$ cat src/rtl/i2c_trk_pkg.sv
package i2c_trk_pkg;

    // Bus events decoded from the synchronised lines, one cycle wide
    typedef struct packed {
        logic scl_rise;
        logic scl_fall;
        logic start;
        logic stop;
        logic sda_lvl;
    } bus_ev_t;

endpackage

$ cat src/rtl/i2c_trk_sync.sv
module i2c_trk_sync #(
    parameter int   STAGES  = 2,
    parameter logic RST_VAL = 1'b1
) (
    input  logic clk,
    input  logic rst_n,
    input  logic d,
    output logic q
);

    logic [STAGES-1:0] sh_d;
    logic [STAGES-1:0] sh_q;

    always_comb begin
        sh_d = {sh_q[STAGES-2:0], d};
    end

    always_ff @(posedge clk or negedge rst_n) begin
        if (!rst_n) sh_q <= {STAGES{RST_VAL}};
        else        sh_q <= sh_d;
    end

    assign q = sh_q[STAGES-1];

endmodule

$ cat src/rtl/i2c_trk_bus_events.sv
module i2c_trk_bus_events
    import i2c_trk_pkg::*;
#(
    parameter int SYNC_STAGES = 2
) (
    input  logic    clk,
    input  logic    rst_n,
    input  logic    scl_in,
    input  logic    sda_in,
    output bus_ev_t ev
);

    localparam int NUM_LINES = 2;
    localparam int LINE_SCL  = 0;
    localparam int LINE_SDA  = 1;

    logic [NUM_LINES-1:0] raw;
    logic [NUM_LINES-1:0] synced;

    assign raw = {sda_in, scl_in};

    // One synchroniser per bus line; both idle high
    for (genvar g = 0; g < NUM_LINES; g++) begin : g_line
        i2c_trk_sync #(
            .STAGES  (SYNC_STAGES),
            .RST_VAL (1'b1)
        ) u_sync (
            .clk   (clk),
            .rst_n (rst_n),
            .d     (raw[g]),
            .q     (synced[g])
        );
    end

    typedef struct packed {
        logic scl;
        logic sda;
    } prev_t;

    prev_t prev_d;
    prev_t prev_q;

    always_comb begin
        prev_d.scl = synced[LINE_SCL];
        prev_d.sda = synced[LINE_SDA];
    end

    always_ff @(posedge clk or negedge rst_n) begin
        if (!rst_n) prev_q <= '{scl: 1'b1, sda: 1'b1};
        else        prev_q <= prev_d;
    end

    always_comb begin
        ev.scl_rise = synced[LINE_SCL] & ~prev_q.scl;
        ev.scl_fall = ~synced[LINE_SCL] & prev_q.scl;
        ev.start    = synced[LINE_SCL] & prev_q.scl & ~synced[LINE_SDA] & prev_q.sda;
        ev.stop     = synced[LINE_SCL] & prev_q.scl & synced[LINE_SDA] & ~prev_q.sda;
        ev.sda_lvl  = synced[LINE_SDA];
    end

endmodule

$ cat src/rtl/i2c_trk_byte_track.sv
module i2c_trk_byte_track
    import i2c_trk_pkg::*;
#(
    parameter  int ADDR_W = 7,
    localparam int CNT_W  = $clog2(ADDR_W + 3)
) (
    input  logic              clk,
    input  logic              rst_n,
    input  logic              enable,
    input  bus_ev_t           ev,
    output logic [CNT_W-1:0]  bit_cnt,
    output logic              addr_strobe,
    output logic [ADDR_W-1:0] rx_addr,
    output logic              data_phase
);

    // Clocks per byte: address bits, direction bit, acknowledge
    localparam int BYTE_CLKS = ADDR_W + 2;
    // Count value held just before the direction-bit rise
    localparam int DIR_IDX   = ADDR_W;

    typedef struct packed {
        logic [CNT_W-1:0]  cnt;
        logic              first;
        logic              data;
        logic [ADDR_W-1:0] sh;
    } st_t;

    st_t st_d;
    st_t st_q;

    always_comb begin
        st_d = st_q;
        if (!enable) begin
            st_d = '0;
        end else if (ev.start || ev.stop) begin
            st_d.cnt   = '0;
            st_d.first = ev.start;
            st_d.data  = 1'b0;
            st_d.sh    = '0;
        end else begin
            if (ev.scl_rise) begin
                if (st_q.cnt == CNT_W'(BYTE_CLKS)) st_d.cnt = CNT_W'(1);
                else                               st_d.cnt = st_q.cnt + CNT_W'(1);
                if (st_q.first && (st_q.cnt < CNT_W'(DIR_IDX))) begin
                    st_d.sh = {st_q.sh[ADDR_W-2:0], ev.sda_lvl};
                end
            end
            // Falling edge that closes the first byte's acknowledge clock
            if (ev.scl_fall && st_q.first && (st_q.cnt == CNT_W'(BYTE_CLKS))) begin
                st_d.first = 1'b0;
                st_d.data  = 1'b1;
            end
        end
    end

    always_ff @(posedge clk or negedge rst_n) begin
        if (!rst_n) st_q <= '0;
        else        st_q <= st_d;
    end

    assign bit_cnt     = st_q.cnt;
    assign rx_addr     = st_q.sh;
    assign data_phase  = st_q.data;
    assign addr_strobe = enable & ev.scl_rise & st_q.first & (st_q.cnt == CNT_W'(DIR_IDX));

    // count never passes the byte length
    p_cnt_bound_r2: assert property (@(posedge clk) disable iff (!rst_n)
        st_q.cnt <= CNT_W'(BYTE_CLKS));

    // wrap after the acknowledge clock
    p_cnt_wrap_r2: assert property (@(posedge clk) disable iff (!rst_n)
        (enable && ev.scl_rise && st_q.cnt == CNT_W'(BYTE_CLKS)) |=> (st_q.cnt == CNT_W'(1)));

    // start and stop restart the count
    p_cond_zero_r1: assert property (@(posedge clk) disable iff (!rst_n)
        (enable && (ev.start || ev.stop)) |=> (st_q.cnt == '0));

    // disabled block holds an idle count
    p_disabled_zero_r12: assert property (@(posedge clk) disable iff (!rst_n)
        !enable |=> (st_q.cnt == '0 && !st_q.data));

endmodule

$ cat src/rtl/i2c_trk_flags.sv
module i2c_trk_flags #(
    parameter int ADDR_W = 7
) (
    input  logic              clk,
    input  logic              rst_n,
    input  logic              enable,
    input  logic [ADDR_W-1:0] own_addr,
    input  logic              mst_start_req,
    input  logic              mst_dir,
    input  logic              exit_pulse,
    input  logic              wait_rel,
    input  logic              arb_lost,
    input  logic              start_det,
    input  logic              stop_det,
    input  logic              addr_strobe,
    input  logic [ADDR_W-1:0] rx_addr,
    input  logic              rx_dir,
    output logic              addr_match,
    output logic              tx_mode,
    output logic              master
);

    typedef struct packed {
        logic match;
        logic tx;
        logic mst;
        logic en_prev;
        logic arb_prev;
    } fl_t;

    fl_t fl_d;
    fl_t fl_q;

    logic en_fall;
    logic arb_rise;
    logic addr_eq;
    logic match_clr, match_set;
    logic mst_clr, mst_set;
    logic tx_clr, tx_set;

    always_comb begin
        en_fall   = fl_q.en_prev & ~enable;
        arb_rise  = arb_lost & ~fl_q.arb_prev;
        addr_eq   = (rx_addr == own_addr);

        match_clr = start_det | stop_det | exit_pulse | en_fall | ~enable;
        match_set = addr_strobe & ~fl_q.mst & addr_eq;

        mst_clr   = stop_det | exit_pulse | en_fall | arb_rise | ~enable;
        mst_set   = mst_start_req;

        tx_clr    = stop_det | exit_pulse | en_fall | wait_rel | arb_rise | ~enable
                  | (start_det & ~fl_q.mst)
                  | (addr_strobe & fl_q.mst & mst_dir)
                  | (addr_strobe & ~fl_q.mst & ~rx_dir);
        tx_set    = mst_start_req
                  | (addr_strobe & fl_q.mst & ~mst_dir)
                  | (addr_strobe & ~fl_q.mst & addr_eq & rx_dir);

        fl_d          = fl_q;
        fl_d.en_prev  = enable;
        fl_d.arb_prev = arb_lost;

        // Clear events take priority over set events
        if (match_clr)      fl_d.match = 1'b0;
        else if (match_set) fl_d.match = 1'b1;

        if (mst_clr)        fl_d.mst = 1'b0;
        else if (mst_set)   fl_d.mst = 1'b1;

        if (tx_clr)         fl_d.tx = 1'b0;
        else if (tx_set)    fl_d.tx = 1'b1;
    end

    always_ff @(posedge clk or negedge rst_n) begin
        if (!rst_n) fl_q <= '0;
        else        fl_q <= fl_d;
    end

    assign addr_match = fl_q.match;
    assign tx_mode    = fl_q.tx;
    assign master     = fl_q.mst;

    // exit leaves both flags clear
    p_exit_clears_r9: assert property (@(posedge clk) disable iff (!rst_n)
        exit_pulse |=> (!fl_q.tx && !fl_q.match));

    // wait release drops the transmit flag
    p_wait_clears_r9: assert property (@(posedge clk) disable iff (!rst_n)
        wait_rel |=> !fl_q.tx);

    // any start drops the match flag
    p_start_unmatch_r4: assert property (@(posedge clk) disable iff (!rst_n)
        start_det |=> !fl_q.match);

    // slave-side start drops the transmit flag
    p_slave_start_r8: assert property (@(posedge clk) disable iff (!rst_n)
        (start_det && !fl_q.mst) |=> !fl_q.tx);

    // coincident start request and exit end clear
    p_clear_wins_r11: assert property (@(posedge clk) disable iff (!rst_n)
        (mst_start_req && exit_pulse) |=> (!fl_q.tx && !fl_q.mst));

    // master read direction drops the transmit flag
    p_master_read_r6: assert property (@(posedge clk) disable iff (!rst_n)
        (addr_strobe && fl_q.mst && mst_dir) |=> !fl_q.tx);

    // the match flag never rises while the master role is held
    p_no_master_match_r3: assert property (@(posedge clk) disable iff (!rst_n)
        (fl_q.mst && !fl_q.match) |=> !fl_q.match);

endmodule

$ cat src/rtl/i2c_addr_dir_tracker.sv
module i2c_addr_dir_tracker
    import i2c_trk_pkg::*;
#(
    parameter  int ADDR_W      = 7,
    parameter  int SYNC_STAGES = 2,
    localparam int CNT_W       = $clog2(ADDR_W + 3)
) (
    input  logic              clk,
    input  logic              rst_n,
    input  logic              scl_in,
    input  logic              sda_in,
    input  logic              enable,
    input  logic [ADDR_W-1:0] own_addr,
    input  logic              mst_start_req,
    input  logic              mst_dir,
    input  logic              exit_pulse,
    input  logic              wait_rel,
    input  logic              arb_lost,
    output logic              addr_match,
    output logic              tx_mode,
    output logic              sda_oe,
    output logic [CNT_W-1:0]  bit_cnt
);

    bus_ev_t           ev;
    logic              addr_strobe;
    logic [ADDR_W-1:0] rx_addr;
    logic              data_phase;
    logic              master;

    i2c_trk_bus_events #(
        .SYNC_STAGES (SYNC_STAGES)
    ) u_events (
        .clk    (clk),
        .rst_n  (rst_n),
        .scl_in (scl_in),
        .sda_in (sda_in),
        .ev     (ev)
    );

    i2c_trk_byte_track #(
        .ADDR_W (ADDR_W)
    ) u_track (
        .clk         (clk),
        .rst_n       (rst_n),
        .enable      (enable),
        .ev          (ev),
        .bit_cnt     (bit_cnt),
        .addr_strobe (addr_strobe),
        .rx_addr     (rx_addr),
        .data_phase  (data_phase)
    );

    i2c_trk_flags #(
        .ADDR_W (ADDR_W)
    ) u_flags (
        .clk           (clk),
        .rst_n         (rst_n),
        .enable        (enable),
        .own_addr      (own_addr),
        .mst_start_req (mst_start_req),
        .mst_dir       (mst_dir),
        .exit_pulse    (exit_pulse),
        .wait_rel      (wait_rel),
        .arb_lost      (arb_lost),
        .start_det     (ev.start),
        .stop_det      (ev.stop),
        .addr_strobe   (addr_strobe),
        .rx_addr       (rx_addr),
        .rx_dir        (ev.sda_lvl),
        .addr_match    (addr_match),
        .tx_mode       (tx_mode),
        .master        (master)
    );

    // Slave drive waits for the end of the first byte; master drives at once
    assign sda_oe = tx_mode & (master | data_phase);

    // a slave never drives during the address byte
    p_slave_late_drive_r10: assert property (@(posedge clk) disable iff (!rst_n)
        (!master && !data_phase) |-> !sda_oe);

endmodule

$ cat config.mk
export PLATFORM = sky130hd
export DESIGN_NAME = i2c_addr_dir_tracker
export DESIGN_NICKNAME = d
export VERILOG_FILES = /design/src/rtl/i2c_trk_pkg.sv /design/src/rtl/i2c_trk_sync.sv /design/src/rtl/i2c_trk_bus_events.sv /design/src/rtl/i2c_trk_byte_track.sv /design/src/rtl/i2c_trk_flags.sv /design/src/rtl/i2c_addr_dir_tracker.sv
export SDC_FILE = /design/constraint.sdc
export NUM_CORES = 1
export LEC_CHECK = 0
export ABC_AREA = 1
export CAP_MARGIN = 20
export CORE_ASPECT_RATIO = 1.2
export CORE_UTILIZATION = 55
export CTS_BUF_LIST = sky130_fd_sc_hd__clkbuf_8
export CTS_CLUSTER_DIAMETER = 100
export DETAILED_ROUTE_END_ITERATION = 10
export PLACE_DENSITY = 0.82
export SLEW_MARGIN = 20
export SYNTH_ARGS = -nofsm -noshare
export SYNTH_HDL_FRONTEND = slang
export SYNTH_HIERARCHICAL = 1
export SYNTH_SLANG_ARGS = --single-unit
$ cat constraint.sdc
create_clock -name clk -period 3.07 [get_ports clk]
set_clock_uncertainty 0.15 [all_clocks]
set_input_delay 0.614 -clock clk [delete_from_list [all_inputs] [get_ports clk]]
set_output_delay 0.614 -clock clk [all_outputs]
set_load 0.005 [all_outputs]
==> run metrics, run 1 <==
number of endpoints failing setup at the final stage 0; Iteration-0 DRC Markers 44; count of different cell masters after synthesis 23; CP Max Fanout 6; largest net degree at the start of global routing 20; maximum buffer depth of the clock tree 2; Hold/Removal Path Class flop to flop; static leakage power 0.000770 uW; Setup Crit Path Kind flop to flop; Die Footprint 2620 sq um; worst path bufs/invs 1; max-slew violation count 0; Critical Path Start Type flop; first-pass GRT wire length 4.17 mm; final weighted congestion in routability-driven placement 0.806; crit-path leading delay family simple AND/OR/NAND/NOR gates; status finished clean; Overall Global Routing Usage 21.5%; yosys warns 6; top-level port count 24; final critical-path required period 2.33 ns; Fin Hold WS 0.209 ns; level count of the clock H-tree 1; startpoint of the lowest-slack hold path u_events/g_line[0].u_sync/sh_q[0]; Slowest Stage Delay on Critical Path 0.56 ns; vias in the first global route 1045; number of gates resized after cts 0; VDD IR max 368 uV; Final Cycle Share 75.9%; average vias per placed instance 5.03; routed len/inst 11.5 microns; height of the die 55.8 microns; # hold bufs at CTS 0; measured slew at the worst slew-check pin 0.863 ns; proportion of layout cells with a drive suffix above 1 13.4%; CP max stage cell sky130_fd_sc_hd__dfstp_2; buffer count from post-CTS setup fixing 0; instance count of the mapped netlist 170; leading cell types in the layout, fill and taps excluded sky130_fd_sc_hd__nand2_1 (52), sky130_fd_sc_hd__clkdlybuf4s50_1 (23), sky130_fd_sc_hd__nor2_1 (20); horizontal die dimension 46.9 microns; netlist area before placement 1330 sq um; area inside the core boundary 2280 sq um; post-layout util 69.5%; dominant register cell in the synthesized netlist sky130_fd_sc_hd__dfrtp_1; DRT Wirelength 2.50 mm; antenna violations before repair 0; final hold viol count 0; post-synth net total 189; buffer type at the clock tree root sky130_fd_sc_hd__clkbuf_8; CP Launch Point u_events/g_line[0].u_sync/sh_q[1]; drt first pass iters 5; Detail Placement HPWL 1.85 mm; cell area power density 428 nW/um^2; list of cells traversed by the critical path inv_1 -> nor2_1 -> nand3_1 -> nor3_1 -> nand2_2 -> nor2_1 -> nand2_1 -> nor2_2 -> nand3_1 -> a21oi_2; clock tree from TritonCTS done; Critical R2R Launch u_events/g_line[0].u_sync/sh_q[1]; layout overhead on the synthesized area 19.4%; Antenna Diode Count 0; data arrival time of the worst path 2.38 ns; sequential area share after synthesis 45.8%; final routed DRC violation total 0; later-pin clock latency in the skew report 0.26 ns; share of async-settable or async-resettable flops after synthesis 100%; count of buffers inserted at the top-level ports 23; number of synthesized flops with an enable pin 0; routed vias 1091; post-layout net count 206; Clock Sink Count 24; syn_area_per_cell 7.81 sq um; Antenna Nets Post-Route 0; Final Total Pwr 678 uW; Post-Route Setup TNS 0 ns; type of element capturing the critical path flop; clk slew on worst S/H paths 0.08 ns; Max-Cap Viols 0; tightest slew margin relative to the limit 42.3%; initial core utilization 58.2%; achievable clock frequency 0.429 GHz; clock buffer count from CTS 3; Required @ worst endpoint 3.12 ns; commonest non-fill, non-tap cell in the layout sky130_fd_sc_hd__nand2_1; number of core rows 19; GRT Residual Overflow 0; setup repair after global routing missed its margin no; number of storage elements in the synthesis netlist 24
## cell families (layout without fill, tap and decap cells)
kind of cell / after synthesis / in the layout / share of synthesized area, %
buf+inv: 36 / 52 / 13.6
fa+ha+maj: 2 / 2 / 1.88
xor+xnor: 3 / 3 / 2.55
compound gates: 10 / 10 / 4.43
flops: 24 / 24 / 45.8
simple gates: 95 / 95 / 31.8
## final timing paths
check / slack (ns) / depth (start not counted) / end
max reg2reg: 0.74 / 10 / u_flags/tx_mode
min: 0.21 / 0 / u_events/g_line[0].u_sync/sh_q[1]
min reg2reg: 0.21 / 0 / u_events/g_line[0].u_sync/sh_q[1]
max: 0.74 / 10 / u_flags/tx_mode
max in group asynchronous: 1.39 / 2 / u_events/prev_q[0]
min in group asynchronous: 0.69 / 1 / u_flags/fl_q[0]
## cells in the mapped netlist (all sizes together), types with 2 or more instances
| library cell | n | area share, % |
|---|---|---|
| nand2 | 55 | 16 |
| dfstp | 6 | 12 |
| nand3 | 8 | 3.0 |
| a21oi | 6 | 2.5 |
| clkinv | 2 | 0.57 |
| buf | 12 | 6.8 |
| o21ai | 3 | 1.1 |
| ha | 2 | 1.9 |
| xnor2 | 3 | 2.5 |
| nand4 | 3 | 1.4 |
| dfrtp | 18 | 34 |
| inv | 22 | 6.2 |
| nor3 | 2 | 0.75 |
| nor2 | 26 | 10 |
## metrics by stage
stage | instance area, sq um | worst slack, ns | instances
floorplan | 1330 | 1.14 | 170
global placement | 1510 | 0.645 | 213
detailed placement | 1510 | 0.572 | 213
CTS | 1590 | 0.774 | 217
global route | 1590 | 0.646 | 217
finish | 1590 | 0.739 | 217
## layout make-up
| type | instances | area (sq um) |
|---|---|---|
| fill | 190 | 697 |
| sequential | 24 | 608 |
| multi-input combinational | 110 | 539 |
| timing repair buffer | 24 | 238 |
| inverter | 24 | 90.1 |
| clock buffer | 3 | 41.3 |
| tap | 31 | 38.8 |
| clock inverter | 1 | 30.0 |
## sequential cells by signal, summed over array words and instances (netlist names)
| signal | cells |
|---|---|
| u_events/prev_q | 2 |
| u_flags/addr_match | 1 |
| u_flags/fl_q | 2 |
| u_flags/tx_mode | 1 |
| u_track/rx_addr | 7 |
| u_track/bit_cnt | 4 |
| u_flags/master | 1 |
| u_events/g_line.u_sync/sh_q | 4 |
| u_track/st_q | 1 |
| u_track/data_phase | 1 |
## routing by layer
layer  part of all wire (%)  track usage [%]  vias up
li1                       -                -      538
met1                     40             27.2      507
met2                     51             35.5       40
met3                    6.1             3.25        6
met4                    2.9             8.57        0
met5                      0                0        -
## power by group
part / leakage, uW / switching [uW] / internal (uW)
Clock: 0.0000357 / 99.0 / 174
Sequential: 0.000309 / 7.11 / 327
Combinational: 0.000425 / 36.1 / 34.6
Total: 0.000770 / 142 / 536
Note: power is estimated with default switching activity, not from simulation.
==> run 2: changes to the inputs <==
--- a/config.mk
+++ b/config.mk
@@ -8,11 +8,11 @@
 export ABC_AREA = 1
 export CAP_MARGIN = 20
 export CORE_ASPECT_RATIO = 1.2
-export CORE_UTILIZATION = 55
+export CORE_UTILIZATION = 54
 export CTS_BUF_LIST = sky130_fd_sc_hd__clkbuf_8
 export CTS_CLUSTER_DIAMETER = 100
 export DETAILED_ROUTE_END_ITERATION = 10
-export PLACE_DENSITY = 0.82
+export PLACE_DENSITY = 0.81
 export SLEW_MARGIN = 20
 export SYNTH_ARGS = -nofsm -noshare
 export SYNTH_HDL_FRONTEND = slang
==> constraint.sdc (replaced) <==
create_clock -name clk -period 2.38 [get_ports clk]
set_clock_uncertainty 0.15 [all_clocks]
set_input_delay 0.476 -clock clk [delete_from_list [all_inputs] [get_ports clk]]
set_output_delay 0.476 -clock clk [all_outputs]
set_load 0.005 [all_outputs]
==> run metrics, run 2 (same netlist as run 1, synthesis figures left out) <==
Setup Crit Path Kind flop to flop; max-slew violation count 0; Critical Path Start Type flop; DRT Wirelength 2.39 mm; routed vias 1035; Largest register FFs 7; antenna violations before repair 0; VDD IR max 373 uV; GRT Residual Overflow 0; Iteration-0 DRC Markers 23; data arrival time of the worst path 2.00 ns; area of combinational cells with multiple inputs 539 sq um; final critical-path required period 1.96 ns; level count of the clock H-tree 1; buffer type at the clock tree root sky130_fd_sc_hd__clkbuf_8; storage element area 608 sq um; average vias per placed instance 4.73; largest net degree at the start of global routing 25; final weighted congestion in routability-driven placement 0.764; worst path bufs/invs 1; Antenna Nets Post-Route 0; Antenna Diode Count 0; Overall Global Routing Usage 21.3%; Max-Cap Viols 0; worst setup margin 0.417 ns; Required @ worst endpoint 2.42 ns; layout overhead on the synthesized area 18.6%; # hold bufs at CTS 0; first-pass GRT wire length 4.14 mm; buffer count from post-CTS setup fixing 0; clk slew on worst S/H paths 0.07 ns; top-level port count 24; instance area at placement 1530 sq um; initial core utilization 57.6%; height of the die 56.3 microns; later-pin clock latency in the skew report 0.26 ns; drt first pass iters 4; final hold viol count 0; measured slew at the worst slew-check pin 0.391 ns; Detail Placement HPWL 1.86 mm; count of buffers inserted at the top-level ports 23; Slowest Stage Delay on Critical Path 0.56 ns; clock buffer count from CTS 3; number of endpoints failing setup at the final stage 0; status finished clean; commonest non-fill, non-tap cell in the layout sky130_fd_sc_hd__nand2_1; crit-path leading delay family simple AND/OR/NAND/NOR gates; count of fill cells added during filler insertion 208; post-layout net count 208; routed len/inst 10.9 microns; final routed DRC violation total 0; area inside the core boundary 2310 sq um; tightest slew margin relative to the limit 73.8%; proportion of layout cells with a drive suffix above 1 13.8%; horizontal die dimension 47.3 microns; list of cells traversed by the critical path inv_1 -> nor2_1 -> nand3_1 -> nor3_1 -> nand2_2 -> nor2_1 -> nand2_1 -> nor2_2 -> nand3_1 -> a21oi_2; type of element capturing the critical path flop; maximum buffer depth of the clock tree 2; CP Max Fanout 4; Final Cycle Share 82.5%; Post-Route Setup TNS 0 ns; vias in the first global route 1041; cell area power density 479 nW/um^2; number of gates resized after cts 0; Clock Sink Count 24; static leakage power 0.000771 uW; clock tree from TritonCTS done; Hold/Removal Path Class flop to flop; leading cell types in the layout, fill and taps excluded sky130_fd_sc_hd__nand2_1 (52), sky130_fd_sc_hd__clkdlybuf4s50_1 (23), sky130_fd_sc_hd__inv_1 (20), sky130_fd_sc_hd__nor2_1 (20), sky130_fd_sc_hd__dfrtp_1 (18); Die Footprint 2660 sq um; DP Worst Slack 0.195 ns; setup repair after global routing missed its margin no; Fin Hold WS 0.210 ns; CP max stage cell sky130_fd_sc_hd__dfstp_2; Final Total Pwr 754 uW; achievable clock frequency 0.510 GHz; number of core rows 19; cell area after layout 1570 sq um
## run 2: cell type report
class	count	share of cell area [%]
well taps	31	2.46
clock inverters	1	0.238
flip-flops and latches	24	38.6
clock buffers	3	2.62
repair buffers	26	16.1
inverters	24	5.72
multi-input cells	110	34.3
## run 2: report_power, final
| part | switching [uW] | internal [uW] |
|---|---|---|
| sequential | 9.66 | 422 |
| clock | 115 | 115 |
| combinational | 45.9 | 46.9 |
| total | 170 | 584 |
## run 2: final timing paths
path / from / endpoint / slack (ns) / cells past startpoint
setup / recovery: u_events/g_line[0].u_sync/sh_q[1] / u_flags/tx_mode / 0.42 / 10
hold / removal: u_events/g_line[1].u_sync/sh_q[0] / u_events/g_line[1].u_sync/sh_q[1] / 0.21 / 0
setup reg to reg: u_events/g_line[0].u_sync/sh_q[1] / u_flags/tx_mode / 0.42 / 10
hold reg to reg: u_events/g_line[1].u_sync/sh_q[0] / u_events/g_line[1].u_sync/sh_q[1] / 0.21 / 0
max in group asynchronous: rst_n / u_events/g_line[1].u_sync/sh_q[0] / 1.37 / 2
min in group asynchronous: rst_n / u_track/st_q[8] / 0.42 / 2
## run 2: stage by stage
step	instances	utilization [%]
floorplan	170	-
global placement	215	66.3
detailed placement	215	66.3
CTS	219	68.3
global route	219	68.3
finish	219	68.3
## run 2: routing by layer
metal | wire [microns] | GRT usage (%) | vias up
li1 | - | - | 541
met1 | 1030 | 27.0 | 468
met2 | 1230 | 34.6 | 20
met3 | 71 | 2.25 | 6
met4 | 56 | 10.2 | 0
met5 | 0 | 0 | -
